===== src/rtl/dma_pkg.sv =====
package dma_pkg;

    localparam int ADDR_W = 16;
    localparam int DATA_W = 8;

    // Register decode: low byte of the I/O address
    localparam logic [7:0] RA_OBJ_PAGE = 8'h46;
    localparam logic [7:0] RA_SRC_HI   = 8'h51;
    localparam logic [7:0] RA_SRC_LO   = 8'h52;
    localparam logic [7:0] RA_DST_HI   = 8'h53;
    localparam logic [7:0] RA_DST_LO   = 8'h54;
    localparam logic [7:0] RA_GP_CTRL  = 8'h55;

    // High byte of the object attribute area
    localparam logic [7:0] OBJ_AREA_HI = 8'hFE;

    typedef enum logic {
        XFER_OBJ = 1'b0,
        XFER_GP  = 1'b1
    } xfer_kind_e;

    typedef enum logic [1:0] {
        SQ_IDLE  = 2'd0,
        SQ_READ  = 2'd1,
        SQ_WRITE = 2'd2,
        SQ_PACE  = 2'd3
    } seq_state_e;

    typedef struct packed {
        logic       obj_go;
        logic       gp_go;
        logic [7:0] page;
    } start_req_t;

    typedef struct packed {
        logic              rd;
        logic              wr;
        logic [ADDR_W-1:0] addr;
        logic [DATA_W-1:0] wdata;
    } bus_req_t;

    // Remaining byte count to the register's unit-minus-one code
    function automatic logic [7:0] length_code(input logic [15:0] rem, input int unit_shift);
        logic [15:0] units;
        units = rem >> unit_shift;
        return 8'(units - 16'd1);
    endfunction

    // Byte slot length for a transfer kind and speed
    function automatic logic [7:0] slot_for(input xfer_kind_e kind, input logic dbl,
                                            input logic [7:0] base);
        if (kind == XFER_GP && dbl)
            return base << 1;
        return base;
    endfunction

endpackage


===== src/rtl/dma_regs.sv =====
module dma_regs
    import dma_pkg::*;
#(
    parameter int CTRL_LEN_W = 7,
    parameter int UNIT_SHIFT = 4,
    parameter int LEN_W      = CTRL_LEN_W + UNIT_SHIFT + 1
) (
    input  logic              clk,
    input  logic              rst,
    input  logic              we,
    input  logic [7:0]        addr,
    input  logic [7:0]        wdata,
    input  logic              busy,
    input  logic              step,
    output start_req_t        start,
    output logic [ADDR_W-1:0] src,
    output logic [ADDR_W-1:0] dst,
    output logic [LEN_W-1:0]  rem,
    output logic              mode_q,
    output logic [7:0]        rdata
);

    logic wr_ok;
    logic [LEN_W-1:0] len_load;

    assign wr_ok    = we && !busy;
    assign len_load = (LEN_W'(wdata[CTRL_LEN_W-1:0]) + LEN_W'(1)) << UNIT_SHIFT;

    always_comb begin
        start.obj_go = wr_ok && (addr == RA_OBJ_PAGE);
        start.gp_go  = wr_ok && (addr == RA_GP_CTRL) && !wdata[7];
        start.page   = wdata;
    end

    always_ff @(posedge clk) begin
        if (rst) begin
            src    <= '0;
            dst    <= '0;
            rem    <= '0;
            mode_q <= 1'b0;
        end else if (wr_ok) begin
            case (addr)
                RA_SRC_HI:  src[15:8] <= wdata;
                RA_SRC_LO:  src[7:0]  <= wdata;
                RA_DST_HI:  dst[15:8] <= wdata;
                RA_DST_LO:  dst[7:0]  <= wdata;
                RA_GP_CTRL: begin
                    mode_q <= wdata[7];
                    rem    <= len_load;
                end
                default: ;
            endcase
        end else if (step) begin
            src <= src + 1'b1;
            dst <= dst + 1'b1;
            rem <= rem - 1'b1;
        end
    end

    always_comb begin
        if (addr == RA_GP_CTRL)
            rdata = length_code(16'(rem), UNIT_SHIFT);
        else
            rdata = 8'h00;
    end

endmodule


===== src/rtl/dma_pacer.sv =====
module dma_pacer #(
    parameter int PACE_W = 5
) (
    input  logic              clk,
    input  logic              rst,
    input  logic              load,
    input  logic [PACE_W-1:0] load_len,
    input  logic              restart,
    input  logic              active,
    output logic              slot_last
);

    localparam logic [PACE_W-1:0] CNT_MAX = '1;

    logic [PACE_W-1:0] slot_len;
    logic [PACE_W-1:0] cnt;

    always_ff @(posedge clk) begin
        if (rst) begin
            slot_len <= '0;
            cnt      <= '0;
        end else begin
            if (load)
                slot_len <= load_len;
            if (restart)
                cnt <= '0;
            else if (active && cnt != CNT_MAX)
                cnt <= cnt + 1'b1;
        end
    end

    assign slot_last = (cnt >= slot_len - 1'b1);

endmodule


===== src/rtl/dma_seq.sv =====
module dma_seq
    import dma_pkg::*;
#(
    parameter int OBJ_BYTES = 160,
    parameter int IDX_W     = 8
) (
    input  logic              clk,
    input  logic              rst,
    input  start_req_t        start,
    input  logic [ADDR_W-1:0] gp_src,
    input  logic [ADDR_W-1:0] gp_dst,
    input  logic              gp_last,
    input  logic              slot_last,
    input  logic              bus_ack,
    input  logic [DATA_W-1:0] bus_rdata,
    output bus_req_t          bus,
    output logic              busy,
    output xfer_kind_e        kind,
    output logic              byte_done,
    output logic              restart
);

    localparam logic [IDX_W-1:0] IDX_LAST = IDX_W'(OBJ_BYTES - 1);

    seq_state_e        state;
    logic [IDX_W-1:0]  idx;
    logic [7:0]        page;
    logic [DATA_W-1:0] data_q;
    logic              finish;
    logic              is_last;

    always_comb begin
        finish  = ((state == SQ_WRITE) && bus_ack && slot_last) ||
                  ((state == SQ_PACE) && slot_last);
        is_last = (kind == XFER_OBJ) ? (idx == IDX_LAST) : gp_last;
        restart = ((state == SQ_IDLE) && (start.obj_go || start.gp_go)) ||
                  (finish && !is_last);
        byte_done = finish;
        busy      = (state != SQ_IDLE);
    end

    always_ff @(posedge clk) begin
        if (rst) begin
            state  <= SQ_IDLE;
            idx    <= '0;
            page   <= '0;
            kind   <= XFER_OBJ;
            data_q <= '0;
        end else begin
            case (state)
                SQ_IDLE: begin
                    if (start.obj_go) begin
                        state <= SQ_READ;
                        kind  <= XFER_OBJ;
                        page  <= start.page;
                        idx   <= '0;
                    end else if (start.gp_go) begin
                        state <= SQ_READ;
                        kind  <= XFER_GP;
                        idx   <= '0;
                    end
                end
                SQ_READ: begin
                    if (bus_ack) begin
                        data_q <= bus_rdata;
                        state  <= SQ_WRITE;
                    end
                end
                SQ_WRITE, SQ_PACE: begin
                    if (finish) begin
                        if (is_last) begin
                            state <= SQ_IDLE;
                        end else begin
                            state <= SQ_READ;
                            idx   <= idx + 1'b1;
                        end
                    end else if (state == SQ_WRITE && bus_ack) begin
                        state <= SQ_PACE;
                    end
                end
                default: state <= SQ_IDLE;
            endcase
        end
    end

    always_comb begin
        bus = '0;
        case (state)
            SQ_READ: begin
                bus.rd   = 1'b1;
                bus.addr = (kind == XFER_OBJ) ? {page, 8'(idx)} : gp_src;
            end
            SQ_WRITE: begin
                bus.wr    = 1'b1;
                bus.addr  = (kind == XFER_OBJ) ? {OBJ_AREA_HI, 8'(idx)} : gp_dst;
                bus.wdata = data_q;
            end
            default: ;
        endcase
    end

endmodule


===== src/rtl/dma_copy_engine.sv =====
module dma_copy_engine
    import dma_pkg::*;
#(
    parameter int OBJ_BYTES   = 160,
    parameter int SLOT_CYCLES = 4,
    parameter int CTRL_LEN_W  = 7,
    parameter int UNIT_SHIFT  = 4
) (
    input  logic        clk,
    input  logic        rst,
    input  logic        reg_we,
    input  logic [7:0]  reg_addr,
    input  logic [7:0]  reg_wdata,
    output logic [7:0]  reg_rdata,
    input  logic        double_speed,
    output logic        cpu_stall,
    output logic        bus_rd,
    output logic        bus_wr,
    output logic [15:0] bus_addr,
    output logic [7:0]  bus_wdata,
    input  logic [7:0]  bus_rdata,
    input  logic        bus_ack
);

    localparam int LEN_W  = CTRL_LEN_W + UNIT_SHIFT + 1;
    localparam int PACE_W = $clog2(SLOT_CYCLES * 2) + 2;
    localparam int IDX_W  = $clog2(OBJ_BYTES);

    start_req_t        start_w;
    bus_req_t          bus_w;
    logic [ADDR_W-1:0] gp_src_w;
    logic [ADDR_W-1:0] gp_dst_w;
    logic [LEN_W-1:0]  rem_w;
    logic              mode_w;
    logic              busy_w;
    xfer_kind_e        kind_w;
    logic              byte_done_w;
    logic              restart_w;
    logic              slot_last_w;
    logic              step_w;
    logic              load_w;
    logic [PACE_W-1:0] load_len_w;

    assign step_w     = byte_done_w && (kind_w == XFER_GP);
    assign load_w     = start_w.obj_go || start_w.gp_go;
    assign load_len_w = PACE_W'(slot_for(start_w.gp_go ? XFER_GP : XFER_OBJ,
                                         double_speed, 8'(SLOT_CYCLES)));

    dma_regs #(
        .CTRL_LEN_W (CTRL_LEN_W),
        .UNIT_SHIFT (UNIT_SHIFT),
        .LEN_W      (LEN_W)
    ) u_regs (
        .clk    (clk),
        .rst    (rst),
        .we     (reg_we),
        .addr   (reg_addr),
        .wdata  (reg_wdata),
        .busy   (busy_w),
        .step   (step_w),
        .start  (start_w),
        .src    (gp_src_w),
        .dst    (gp_dst_w),
        .rem    (rem_w),
        .mode_q (mode_w),
        .rdata  (reg_rdata)
    );

    dma_pacer #(
        .PACE_W (PACE_W)
    ) u_pacer (
        .clk       (clk),
        .rst       (rst),
        .load      (load_w),
        .load_len  (load_len_w),
        .restart   (restart_w),
        .active    (busy_w),
        .slot_last (slot_last_w)
    );

    dma_seq #(
        .OBJ_BYTES (OBJ_BYTES),
        .IDX_W     (IDX_W)
    ) u_seq (
        .clk       (clk),
        .rst       (rst),
        .start     (start_w),
        .gp_src    (gp_src_w),
        .gp_dst    (gp_dst_w),
        .gp_last   (rem_w == LEN_W'(1)),
        .slot_last (slot_last_w),
        .bus_ack   (bus_ack),
        .bus_rdata (bus_rdata),
        .bus       (bus_w),
        .busy      (busy_w),
        .kind      (kind_w),
        .byte_done (byte_done_w),
        .restart   (restart_w)
    );

    assign cpu_stall = busy_w;
    assign bus_rd    = bus_w.rd;
    assign bus_wr    = bus_w.wr;
    assign bus_addr  = bus_w.addr;
    assign bus_wdata = bus_w.wdata;

endmodule


===== config.mk =====
export PLATFORM = sky130hd
export DESIGN_NAME = dma_copy_engine
export DESIGN_NICKNAME = d
export VERILOG_FILES = /design/src/rtl/dma_pkg.sv /design/src/rtl/dma_regs.sv /design/src/rtl/dma_pacer.sv /design/src/rtl/dma_seq.sv /design/src/rtl/dma_copy_engine.sv
export SDC_FILE = /design/constraint.sdc
export NUM_CORES = 1
export LEC_CHECK = 0
export ABC_CLOCK_PERIOD_IN_PS = 3140
export CORE_AREA = 5 5 126 128
export CTS_CLUSTER_SIZE = 28
export DETAILED_ROUTE_END_ITERATION = 8
export DIE_AREA = 0 0 131 133
export DONT_BUFFER_PORTS = 1
export HOLD_SLACK_MARGIN = 0.05
export PLACE_DENSITY_LB_ADDON = 0.3
export SYNTH_ARGS = -nofsm -noshare
export SYNTH_HDL_FRONTEND = slang
export SYNTH_HIERARCHICAL = 1
export SYNTH_SLANG_ARGS = --single-unit

===== constraint.sdc =====
create_clock -name clk -period 3.14 [get_ports clk]
set_input_delay 0.471 -clock clk [delete_from_list [all_inputs] [get_ports clk]]
set_output_delay 0.471 -clock clk [all_outputs]
set_load 0.02 [all_outputs]

Word-level counts from Yosys, hierarchy flattened
Cells that the tools add are included.
{"block": "op_classes", "muxes": 37, "bitwise": 0, "shifts": 0, "n_eq_ne": 22, "reduce_logical": 35, "div_mod_pow": 0, "magnitude_cmp": 1, "n_addsub": 8, "multipliers": 0}
{"cell": "two-way mux 16 bit", "n": 6}
{"cell": "two-way mux 8 bit", "n": 10}
{"cell": "== test 8 x 7 -> 1 bit, second input constant", "n": 6}
{"cell": "two-way mux 12 bit", "n": 3}
{"cell": "adder 16 x 1 -> 16 bit, second input constant", "n": 2}
{"cell": "case mux 16 bit (2 select lines)", "n": 1}
{"cell": "inequality test 2 bit, second input constant", "n": 8}
{"cell": "case mux 8 bit (2 select lines)", "n": 1}
{"cell": "AND reduction 2 bit", "n": 8}
{"cell": "== test 12 x 1 -> 1 bit, second input constant", "n": 1}
{"cell": "logical AND 1 bit", "n": 12}
{"cell": "subtractor 12 x 1 -> 12 bit, second input constant", "n": 1}
{"cell": "two-way mux 2 bit", "n": 5}
{"cell": "two-way mux 5 bit", "n": 2}
{"cell": "adder 7 x 1 -> 8 bit, second input constant", "n": 1}
{"cell": "adder 8 x 1 -> 8 bit, second input constant", "n": 1}
{"cell": "== test 8 bit, second input constant", "n": 1}
{"cell": "two-way mux 1 bit", "n": 8}
{"cell": "nonzero test 2 bit", "n": 4}
{"cell": "subtractor 8 x 1 -> 8 bit, second input constant", "n": 1}
{"cell": "inequality test 3 x 2 -> 1 bit, second input constant", "n": 2}
{"cell": "case mux 2 bit (3 select lines)", "n": 1}
{"cell": "adder 5 x 1 -> 5 bit, second input constant", "n": 1}
{"cell": ">= comparator 5 bit", "n": 1}
{"cell": "other kinds (10)", "n": 16}
{"block": "totals", "out_inout_bits": 35, "mem_bits_ro": 0, "inputBits": 29, "mem_bits_rw": 0, "regBits": 81, "mem_count": 0, "latch_bits": 0}

Depth between registers and ports, before layout
{"block": "logic_depth", "ltp_word": 9, "mapped_depth": 16, "ltp_nobuf": 15}

Cells and area by module
Netlist, hierarchy kept.
{"module": "dma_regs", "instances": 1, "seq_area_each_um2": 900.9, "area_per_inst_um2": 3179.3, "cells_each": 421}
{"module": "dma_seq", "instances": 1, "seq_area_each_um2": 540.5, "area_per_inst_um2": 1863.0, "cells_each": 248}
{"module": "dma_pacer", "instances": 1, "seq_area_each_um2": 200.2, "area_per_inst_um2": 571.8, "cells_each": 63}
{"module": "dma_copy_engine", "instances": 1, "seq_area_each_um2": 0.0, "area_per_inst_um2": 51.3, "cells_each": 9}

Worst setup path before layout
Ideal clock, no wire load.
{"block": "synth_timing", "path_kind": "register to register", "startpoint": "register u_seq.state[1]", "endpoint": "register u_seq.idx[0]", "n_path_buf": 1, "required_ns": 3.067, "synth_period_minus_slack_ns": 3.061, "setup_time_ns": 0.073, "arrival_ns": 2.988, "slack_ns": 0.079, "stages_incl_launch_ff": 12, "cell_sequence": "dfxtp_1 > inv_1 > ha_1 > clkbuf_1 > inv_1 > nand4bb_1 > or3_1 > nor2_1 > nor3b_1 > a21o_1 > a211o_4 > o22ai_2"}
{"element": "from (decl)", "line_no": "dma_seq.sv:25", "source": "seq_state_e state;"}
{"element": "from (signal assigned)", "line_no": "dma_seq.sv:44", "source": "state <= SQ_IDLE;"}
{"element": "from (signal assigned)", "line_no": "dma_seq.sv:53", "source": "state <= SQ_READ;"}
{"element": "from (signal assigned)", "line_no": "dma_seq.sv:58", "source": "state <= SQ_READ;"}
{"element": "to (signal assigned)", "line_no": "dma_seq.sv:75", "source": "idx <= idx + 1'b1;"}
{"element": "to (decl)", "line_no": "dma_seq.sv:26", "source": "logic [IDX_W-1:0] idx;"}

Final worst setup path
{"block": "layout_timing", "startpoint": "register u_pacer.slot_len[0]", "endpoint": "register u_regs.dst[15]"}
{"block": "layout_via", "elab_chain_len": 7}
{"element": "from (decl)", "line_no": "dma_pacer.sv:15", "source": "logic [PACE_W-1:0] slot_len;"}
{"element": "from (signal assigned)", "line_no": "dma_pacer.sv:24", "source": "slot_len <= load_len;"}
{"element": "subtractor 5 x 1 -> 5 bit (*)", "line_no": "dma_pacer.sv:32", "source": "assign slot_last = (cnt >= slot_len - 1'b1);"}
{"element": ">= comparator 5 bit (*)", "line_no": "dma_pacer.sv:32"}
{"element": "net slot_last_w", "line_no": "dma_copy_engine.sv:39", "source": "logic slot_last_w;"}
{"element": "logical AND 1 bit (on tied branches)", "line_no": "dma_seq.sv:33, dma_seq.sv:34"}
{"element": "logical OR 1 bit (*)", "line_no": "dma_seq.sv:33", "source": "finish = ((state == SQ_WRITE) && bus_ack && slot_last) ||"}
{"element": "net byte_done_w", "line_no": "dma_copy_engine.sv:37", "source": "logic byte_done_w;"}
{"element": "logical AND 1 bit (*)", "line_no": "dma_copy_engine.sv:44", "source": "assign step_w = byte_done_w && (kind_w == XFER_GP);"}
{"element": "net step_w", "line_no": "dma_copy_engine.sv:40", "source": "logic step_w;"}
{"element": "nonzero test 2 bit (no source line) (*)"}
{"element": "AND reduction 2 bit (no source line) (*)"}
{"element": "to (signal assigned)", "line_no": "dma_regs.sv:45", "source": "RA_DST_HI: dst[15:8] <= wdata;"}
{"element": "to (signal assigned)", "line_no": "dma_regs.sv:55", "source": "dst <= dst + 1'b1;"}
{"element": "to (decl)", "line_no": "dma_regs.sv:17", "source": "output logic [ADDR_W-1:0] dst,"}
The timed path passes the listed nets; every way through them passes the cells marked *.
A chain may end at the register's enable or synchronous reset.

==> results.sh <==
export IMPL_antenna_found_initial=0
export IMPL_num_vias=5653
export IMPL_fmax_mhz=348
export IMPL_drc_errors=0
export IMPL_slew_headroom_pct=54.1
export IMPL_fp_coreArea_um2=14800
export IMPL_cap_violations=0
export IMPL_io_pins=64
export IMPL_p_leak_nw=2.04
export IMPL_die_w_um=131
export IMPL_nets=779
export IMPL_yosysWarnings=6
export IMPL_crit_start="u_pacer/slot_len[0]"
export IMPL_final_layout_size_suffix_gt1_share_pct=10.6
export IMPL_start_kind="flip-flop"
export IMPL_hold_viol=0
export IMPL_drt_initial_drc_count=611
export IMPL_skew_ns=0.00767
export IMPL_root_buffer="clkbuf_16"
export IMPL_grt_max_degree=83
export IMPL_grt_pass1_wl_um=27000
export IMPL_hold_path_class="in -> reg"
export IMPL_ff2ff_path_depth=16
export IMPL_clock_sinks=81
export IMPL_final_antenna_net_count=0
export IMPL_cts_tree="yes"
export IMPL_grt_total_usage_pct=19.4
export IMPL_cp_data_arrival_time_ns=3.12
export IMPL_grt_remaining_overflow=0
export IMPL_cp_max_fo=9
export IMPL_wl_per_cell_um=18.8
export IMPL_start_util_pct=38.2
export IMPL_p_per_area_nw_per_um2=449
export IMPL_place_gp_congestion=0.892
export IMPL_end_kind="flip-flop"
export IMPL_crit_type="reg -> reg"
export IMPL_stdcell_count=925
export IMPL_avgSynthCellArea_um2=7.64
export IMPL_endpoint="u_regs/dst[15]"
export IMPL_r2r_end="u_regs/dst[15]"
export IMPL_fin_crit_ns=2.87
export IMPL_post_route_period_util_pct=91.4
export IMPL_preCtsSetupSlack_ns=0.159
export IMPL_path_clk_slew_ns=0.07
export IMPL_setup_slack_ns=0.269
export IMPL_cts_max_path_buffers=2
export IMPL_rsz0062_at_grt="no"
export IMPL_grt_pass1_vias=5082
export IMPL_ff2ff_setup_slack_ns=0.27
export IMPL_cts_buffers=9
export IMPL_status="finished, final reports clean"
export IMPL_hpwlAfterDp_um=12400
export IMPL_worstReg2RegStart="u_pacer/slot_len[0]"
export IMPL_syn_area_um2=5630
export IMPL_drt_first_pass_iters=5
export IMPL_tightest_slew_ns=0.687
export IMPL_setup_viol=0
export IMPL_row_count=45
export IMPL_num_antenna_cells=0
export IMPL_required_ns=3.38
export IMPL_slew_violations=0
export IMPL_vias_per_cell=6.11
export IMPL_finalSetupTns_ns=0
export IMPL_area_delta_synth_final_pct=9.00
export IMPL_io_buffers=0
export IMPL_routed_wirelength_um=17400
export IMPL_die_area_um2=17400
export IMPL_dp_cells=907
export IMPL_peakVddDrop_uv=252
export IMPL_htree_levels=3
export IMPL_synthCells=737
export IMPL_clock_latency_ns=0.35
export IMPL_fp_dieH_um=133
[critical path, stage by stage (launching register included)]
cell and delay, ns:
dfxtp_1 0.36, inv_1 0.08, ha_1 0.23, xnor2_1 0.14, ha_1 0.30, a21o_1 0.11
a31oi_1 0.03, o21ai_1 0.22, nand2_1 0.10, inv_1 0.08, and2_1 0.17, inv_1 0.07
buf_4 0.18, o32ai_4 0.27, o21ai_0 0.17, a22oi_1 0.22, nor2_1 0.05
[timing repair]
action / CTS / global route
setup endpoints to repair: 0 / 29
hold buffers: 0 / 0
setup buffers: 0 / 2
hold endpoints to repair: 0 / 0
resized for setup: 0 / 3
[per-stage QoR]
stage	hold slack (ns)	power, mW	util, %	instance area (µm²)
detailed placement	0.440	1.76	39.5	5830
global route	0.183	2.88	41.6	6140
CTS	0.180	2.77	41.4	6110
finish	0.200	2.76	41.6	6140
global placement	0.431	1.75	39.5	5830
floorplan	0.432	1.60	-	5640
[registers in the layout, summed over array words and instances (netlist names)]
signal	cells
u_pacer/slot_len	5
u_seq/idx	8
u_seq/data_q	8
u_seq/state	2
u_seq/page	8
u_seq/kind	1
u_regs/rem	12
u_regs/dst	16
u_regs/src	16
u_pacer/cnt	5
[metal layers]
layer / vias to the layer above / global-route usage (%) / part of all wire [%]
met5: - / 0 / 0
met4: 0 / 8.46 / 3.7
met3: 45 / 4.32 / 8.8
met2: 262 / 30.6 / 45
li1: 2706 / - / -
met1: 2640 / 25.2 / 42
[how the worst min path moves through the flow]
stage | from | end | slack (ns) | cells after the start
after floorplan | u_seq/data_q[0] | u_seq/data_q[0] | 0.43 | 2
after global placement | u_seq/data_q[6] | u_seq/data_q[6] | 0.43 | 2
after detailed placement | u_seq/data_q[4] | u_seq/data_q[4] | 0.44 | 2
after CTS | rst | u_regs/dst[5] | 0.18 | 1
after global routing | rst | u_regs/dst[5] | 0.18 | 1
final | rst | u_regs/rem[7] | 0.20 | 1
[final cells by class]
cell class | instances | area [µm²]
timing repair buffer | 30 | 238
multi-input combinational | 586 | 3680
tap | 188 | 235
clock inverter | 5 | 31.3
clock buffer | 11 | 243
inverter | 24 | 90.1
sequential | 81 | 1620
fill | 1505 | 8610
[report_power, final]
part / internal [mW] / leakage, nW / total, mW / switching [mW]
logic: 0.228 / 1.25 / 0.681 / 0.452
registers: 1.05 / 0.653 / 1.07 / 0.0211
clock network: 0.555 / 0.135 / 1.01 / 0.450
[cell usage in the layout, fill, tap and decap left out, types with 7 or more instances in the layout]
cell       count
nand4_1       11
nor3_1        18
dfxtp_1       81
inv_1         24
a31oi_1        8
ha_1          18
o21ai_0       53
and2_1        24
a22o_1        10
nor2b_1       12
nor4_1        14
clkbuf_16      9
o31ai_1        7
nor2_1        64
or3_1          7
nand2_1       76
nand3_1       38
nor3b_1        8
xnor2_1        8
buf_4         29
a22oi_1       14
a211oi_1       9
a21oi_1       72
xor2_1         8
Note: power is estimated with default switching activity, not from simulation.
